## src/rtl/alu5_pkg.sv

```systemverilog
package alu5_pkg;

    localparam int DEF_WIDTH = 5;
    localparam int OPC_W     = 3;

    // operation chosen after splitting the opcode into group and modifier
    typedef enum logic [2:0] {
        K_AND   = 3'd0,
        K_SUB   = 3'd1,
        K_SETEQ = 3'd2,
        K_SETC  = 3'd3,
        K_CLEAR = 3'd4
    } alu_kind_e;

    typedef struct packed {
        logic [1:0] group;
        logic       modifier;
    } opc_fields_t;

    typedef struct packed {
        alu_kind_e kind;
        logic      uses_sub;
    } alu_ctrl_t;

    function automatic opc_fields_t split_opc(input logic [OPC_W-1:0] op);
        opc_fields_t f;
        f.group    = op[1:0];
        f.modifier = op[2];
        return f;
    endfunction

    function automatic alu_kind_e kind_of(input opc_fields_t f);
        alu_kind_e k;
        case (f.group)
            2'b00:   k = f.modifier ? K_CLEAR : K_AND;
            2'b10:   k = f.modifier ? K_SUB   : K_CLEAR;
            2'b11:   k = f.modifier ? K_SETC  : K_SETEQ;
            default: k = K_CLEAR;
        endcase
        return k;
    endfunction

endpackage

```

## src/rtl/alu5_opdecode.sv

```systemverilog
module alu5_opdecode
    import alu5_pkg::*;
(
    input  logic [OPC_W-1:0] op_i,
    output alu_ctrl_t        ctrl_o
);
    opc_fields_t fields;

    always_comb begin
        fields          = split_opc(op_i);
        ctrl_o.kind     = kind_of(fields);
        ctrl_o.uses_sub = (ctrl_o.kind == K_SUB);
    end
endmodule

```

## src/rtl/alu5_ripple_sub.sv

```systemverilog
module alu5_ripple_sub #(
    parameter int WIDTH = 5
) (
    input  logic [WIDTH-1:0] a_i,
    input  logic [WIDTH-1:0] b_i,
    output logic [WIDTH-1:0] diff_o,
    output logic             cout_o
);
    logic [WIDTH:0]   chain;
    logic [WIDTH-1:0] b_inv;

    assign b_inv    = ~b_i;
    assign chain[0] = 1'b1;

    for (genvar i = 0; i < WIDTH; i++) begin : g_stage
        assign diff_o[i]  = a_i[i] ^ b_inv[i] ^ chain[i];
        assign chain[i+1] = (a_i[i] & b_inv[i]) | (b_inv[i] & chain[i]) | (chain[i] & a_i[i]);
    end

    assign cout_o = chain[WIDTH];
endmodule

```

## src/rtl/alu5_datapath.sv

```systemverilog
module alu5_datapath
    import alu5_pkg::*;
#(
    parameter int WIDTH = 5
) (
    input  alu_ctrl_t        ctrl_i,
    input  logic [WIDTH-1:0] a_i,
    input  logic [WIDTH-1:0] b_i,
    input  logic [WIDTH-1:0] held_i,
    output logic [WIDTH-1:0] res_nxt_o,
    output logic             carry_nxt_o
);
    localparam logic [WIDTH-1:0] ZERO = '0;

    logic [WIDTH-1:0] diff;
    logic             sub_cout;

    alu5_ripple_sub #(.WIDTH(WIDTH)) i_sub (
        .a_i    (a_i),
        .b_i    (b_i),
        .diff_o (diff),
        .cout_o (sub_cout)
    );

    always_comb begin
        // defaults: keep the stored result, carry low
        res_nxt_o   = held_i;
        carry_nxt_o = 1'b0;
        case (ctrl_i.kind)
            K_AND:   res_nxt_o = a_i & b_i;
            K_SUB: begin
                res_nxt_o   = diff;
                carry_nxt_o = sub_cout & ctrl_i.uses_sub;
            end
            K_SETEQ: if (a_i == b_i) res_nxt_o = ZERO;
            K_SETC:  carry_nxt_o = 1'b1;
            default: res_nxt_o = ZERO;
        endcase
    end
endmodule

```

## src/rtl/alu5_unit.sv

```systemverilog
module alu5_unit
    import alu5_pkg::*;
#(
    parameter int WIDTH = DEF_WIDTH
) (
    input  logic             clk,
    input  logic             rst,
    input  logic [WIDTH-1:0] a_i,
    input  logic [WIDTH-1:0] b_i,
    input  logic [OPC_W-1:0] op_i,
    output logic [WIDTH-1:0] res_o,
    output logic             carry_o,
    output logic             zero_o
);
    alu_ctrl_t        ctrl;
    logic [WIDTH-1:0] res_nxt;
    logic             carry_nxt;
    logic [WIDTH-1:0] res_q;
    logic             carry_q;
    logic             zero_q;

    alu5_opdecode i_dec (
        .op_i   (op_i),
        .ctrl_o (ctrl)
    );

    alu5_datapath #(.WIDTH(WIDTH)) i_dp (
        .ctrl_i      (ctrl),
        .a_i         (a_i),
        .b_i         (b_i),
        .held_i      (res_q),
        .res_nxt_o   (res_nxt),
        .carry_nxt_o (carry_nxt)
    );

    always_ff @(posedge clk) begin
        if (rst) begin
            res_q   <= '0;
            carry_q <= 1'b0;
            zero_q  <= 1'b0;
        end else begin
            res_q   <= res_nxt;
            carry_q <= carry_nxt;
            zero_q  <= (res_nxt == '0);
        end
    end

    assign res_o   = res_q;
    assign carry_o = carry_q;
    assign zero_o  = zero_q;


    reset_clear_chk: assert property (@(posedge clk)
        $past(rst) |-> (res_q == '0 && !carry_q && !zero_q));


    and_load_chk: assert property (@(posedge clk) disable iff (rst)
        (op_i == 3'b000) |=> (res_q == $past(a_i & b_i) && !carry_q));


    eq_hold_chk: assert property (@(posedge clk) disable iff (rst)
        (op_i == 3'b011 && a_i != b_i) |=> ($stable(res_q) && !carry_q));


    setc_hold_chk: assert property (@(posedge clk) disable iff (rst)
        (op_i == 3'b111) |=> ($stable(res_q) && carry_q));


    other_clear_chk: assert property (@(posedge clk) disable iff (rst)
        (op_i == 3'b001 || op_i == 3'b010 || op_i == 3'b100 || op_i == 3'b101)
        |=> (res_q == '0 && !carry_q));


    zero_flag_chk: assert property (@(posedge clk) disable iff (rst)
        $past(!rst) |-> (zero_q == (res_q == '0)));
endmodule

```

## config.mk

```make
export PLATFORM = sky130hd
export DESIGN_NAME = alu5_unit
export DESIGN_NICKNAME = d
export VERILOG_FILES = /design/src/rtl/alu5_pkg.sv /design/src/rtl/alu5_opdecode.sv /design/src/rtl/alu5_ripple_sub.sv /design/src/rtl/alu5_datapath.sv /design/src/rtl/alu5_unit.sv
export SDC_FILE = /design/constraint.sdc
export NUM_CORES = 1
export LEC_CHECK = 0
export BUFFER_PORTS_ARGS = -buffer_cell sky130_fd_sc_hd__buf_2
export CAP_MARGIN = 25
export CORE_ASPECT_RATIO = 0.75
export CORE_MARGIN = 10
export CORE_UTILIZATION = 30
export DETAILED_ROUTE_END_ITERATION = 7
export SLEW_MARGIN = 20
export SYNTH_ARGS = -nofsm -noshare
export SYNTH_HDL_FRONTEND = slang
export SYNTH_SLANG_ARGS = --single-unit
```

## constraint.sdc

```tcl
create_clock -name clk -period 3.19 [get_ports clk]
set_input_delay 0.4785 -clock clk [delete_from_list [all_inputs] [get_ports clk]]
set_output_delay 0.4785 -clock clk [all_outputs]
set_load 0.03 [all_outputs]
```

==> tab_implementation.tex <==
\begin{tabular}{lr}
\hline
Metric & Value \\
\hline
\multicolumn{2}{l}{\textbf{Pwr}} \\
Largest voltage drop on the vdd net & 223.1 uV \\
Power per unit of standard cell area & 334.3 nW/um\^{}2 \\
P\_leak & 0.3926 nW \\
Overall power of the completed layout & 0.0002518 W \\
\multicolumn{2}{l}{\textbf{Floorplanning}} \\
Chip height & 58.95 um \\
Number of rows in the core area & 13 \\
Total Die Area & 4240 um\^{}2 \\
Top Ports & 22 \\
Die boundary width & 71.93 um \\
Core ar. & 1822 um\^{}2 \\
Initial core utilization & 33.31\% \\
\multicolumn{2}{l}{\textbf{Cells and area}} \\
Antenna diode count & 0 \\
Commonest cells after routing, fill and taps aside & sky130\_fd\_sc\_hd\_\_buf\_2, sky130\_fd\_sc\_hd\_\_inv\_1, sky130\_fd\_sc\_hd\_\_ha\_1 \\
Total number of nets in the final design & 116 \\
Fraction of layout instances using a drive strength above 1 & 38.37\% \\
Synth-to-layout area growth & 24.12\% \\
Leading cell type in the layout, fill and taps excluded & sky130\_fd\_sc\_hd\_\_buf\_2 \\
\multicolumn{2}{l}{\textbf{Placement}} \\
Post-detail-place hpwl & 1.177 mm \\
Number of buffers added on ports & 21 \\
Gpl congestion & 0.7348 \\
Worst slack after detailed placement & 191.2 ps \\
\multicolumn{2}{l}{\textbf{STA}} \\
TNS Setup & 0 ps \\
Finish-stage setup viols & 0 \\
Final Hold Violating Endpoints & 0 \\
Post-route worst setup slack & 488.5 ps \\
Fin. max-slew vios & 0 \\
Post-route minimum period & 2702 ps \\
Unrepaired setup endpoints after global routing & false \\
Max transition margin & 82.90\% \\
Hold Slack & 483.5 ps \\
Fin crit share & 84.69\% \\
Least-Margin Pin Slew & 256.2 ps \\
Peak clock frequency supported by timing & 370.2 MHz \\
Post-Route Skew & 1.553 ps \\
\multicolumn{2}{l}{\textbf{Global route}} \\
Total grt overflow & 0 \\
Wire length of the first global-routing pass & 2.490 mm \\
Vias in the first global route & 545 \\
Maximum number of pins on one net before global-route repair & 12 \\
Initial antenna violation count & 0 \\
Overall routing resource usage & 7.517\% \\
\multicolumn{2}{l}{\textbf{Routing}} \\
Iteration-0 DRC count of the detailed router & 11 \\
Count of TritonRoute iterations in the first routing pass & 2 \\
DRC errors left & 0 \\
Post-DR vias/cell & 4.685 \\
Wirelength, routed & 1.359 mm \\
Final routed wire length divided by cell count & 12.58 um \\
Post-route antenna net violation count & 0 \\
Vias & 506 \\
\multicolumn{2}{l}{\textbf{Synth}} \\
Synth unique cells & 20 \\
Register bit count reported by yosys & 7 \\
Number of instances in the synthesized netlist & 63 \\
Part of the Yosys area used for sequential elements & 23.09\% \\
Synthesized area per cell & 9.632 um\^{}2 \\
Syn\_nets & 92 \\
Biggest area consumer among synthesized cells & sky130\_fd\_sc\_hd\_\_dfxtp\_1 \\
Netlist area before placement & 606.8 um\^{}2 \\
Proportion of netlist area held by the largest area contributor & 23.09\% \\
Ranking of synthesized cells by area & sky130\_fd\_sc\_hd\_\_dfxtp\_1, sky130\_fd\_sc\_hd\_\_ha\_1, sky130\_fd\_sc\_hd\_\_fa\_1, sky130\_fd\_sc\_hd\_\_o22a\_2, sky130\_fd\_sc\_hd\_\_inv\_1 \\
Yosys warns & 0 \\
\multicolumn{2}{l}{\textbf{Clocking}} \\
Clk sinks & 7 \\
CTS hold repair buffers & 0 \\
Clock-pin slew on the worst setup and hold paths & 50 ps \\
Clock root buffer & sky130\_fd\_sc\_hd\_\_clkbuf\_4 \\
CTS max path bufs & 2 \\
Maximum level of the CTS H-tree & 1 \\
Post-CTS Repair Setup Buffers & 0 \\
Clock buffer count from CTS & 3 \\
Clock tree from TritonCTS & yes \\
Clock insertion delay at the later pin of the skew report & 250 ps \\
Resized cells post-CTS & 0 \\
\multicolumn{2}{l}{\textbf{Critical path}} \\
RR Startpoint & res\_o[0] \\
Worst setup startpoint & a\_i[0] \\
Endpoint required time on the critical path & 3370 ps \\
Peak fanout along the critical path & 2 \\
Nature of the critical path endpoint & flip-flop \\
Arrival time at the worst endpoint & 2890 ps \\
Critical path launch point type & input pin \\
Kind of critical path & input pin to flip-flop \\
\multicolumn{2}{l}{\textbf{Flow run}} \\
Max Cap Violations & 0 \\
\multicolumn{2}{l}{\textbf{Worst hold path}} \\
Tightest Hold Check Type & input pin to flip-flop \\
Hold\_sp & rst \\
\multicolumn{2}{l}{\textbf{Outcome}} \\
Outcome & finished, final reports clean \\
\hline
\end{tabular}
cells in the mapped netlist (all sizes together):
cell type and number:
nand3 5, ha 10, o22a 5, nor2 7
nand2 1, nor3 1, nand4 2, a21oi 2
fa 4, nor2b 1, nor3b 2, inv 10
buf 2, and3 1, a2bb2oi 3, dfxtp 7
critical path: stages:
cell                        delay [ps]
sky130_fd_sc_hd__buf_2              90
sky130_fd_sc_hd__inv_1              40
sky130_fd_sc_hd__ha_1              200
sky130_fd_sc_hd__fa_1              380
sky130_fd_sc_hd__fa_1              370
sky130_fd_sc_hd__inv_1              70
sky130_fd_sc_hd__fa_1              150
sky130_fd_sc_hd__inv_1              50
sky130_fd_sc_hd__fa_1              470
sky130_fd_sc_hd__a2bb2oi_1         160
sky130_fd_sc_hd__o22a_2            170
sky130_fd_sc_hd__nand4_1           110
sky130_fd_sc_hd__nor3b_2           150
final cells by class:
type	count	area, um^2
clock buffers	4	26.28
fillers	206	1069
inverters	10	37.54
multi-input cells	44	416.7
flip-flops and latches	7	140.1
well taps	22	27.53
repair buffers	21	105.1
where the power goes:
group          internal [W]   total, W  switching (W)
combinational     0.0000333  0.0000764      0.0000431
sequential        0.0000921  0.0000936     0.00000148
clock             0.0000478  0.0000817      0.0000339
total              0.000173   0.000252      0.0000785
logic make-up (layout without fill, tap and decap cells):
logic type | after synthesis | after routing | synth area share [%]
adders and majority gates | 14 | 14 | 33.81
and+or+nand+nor | 20 | 20 | 20.62
buffers and inverters | 12 | 35 | 8.248
DFF | 7 | 7 | 23.09
AOI/OAI and AO/OA | 10 | 10 | 14.23
metal layers:
| metal | up-vias | track usage, % | share of wire (%) |
|---|---|---|---|
| li1 | 256 | - | - |
| met1 | 231 | 8.843 | 47 |
| met2 | 15 | 11.18 | 45 |
| met3 | 4 | 3.350 | 6.8 |
| met4 | 0 | 4.132 | 1.5 |
| met5 | - | 0 | 0 |
flip-flops by register name, summed over array words and instances (netlist names):
name	flops
carry_o	1
res_o	5
zero_o	1
final timing paths:
check / endpoint / slack (ps) / cells past startpoint
worst min register to register: res_o[3] / 580 / 3
worst min-delay path: res_o[0] / 480 / 2
worst max register to register: zero_o / 2300 / 4
worst max-delay path: zero_o / 490 / 13
metrics by stage:
| stage | util [%] | std cells | area, um^2 |
|---|---|---|---|
| global placement | 39.90 | 104 | 726.9 |
| finish | 41.35 | 108 | 753.2 |
| CTS | 41.35 | 108 | 753.2 |
| floorplan | - | 63 | 606.8 |
| detailed placement | 39.90 | 104 | 726.9 |
| global route | 41.35 | 108 | 753.2 |
Power figures use the tool's default switching activity.
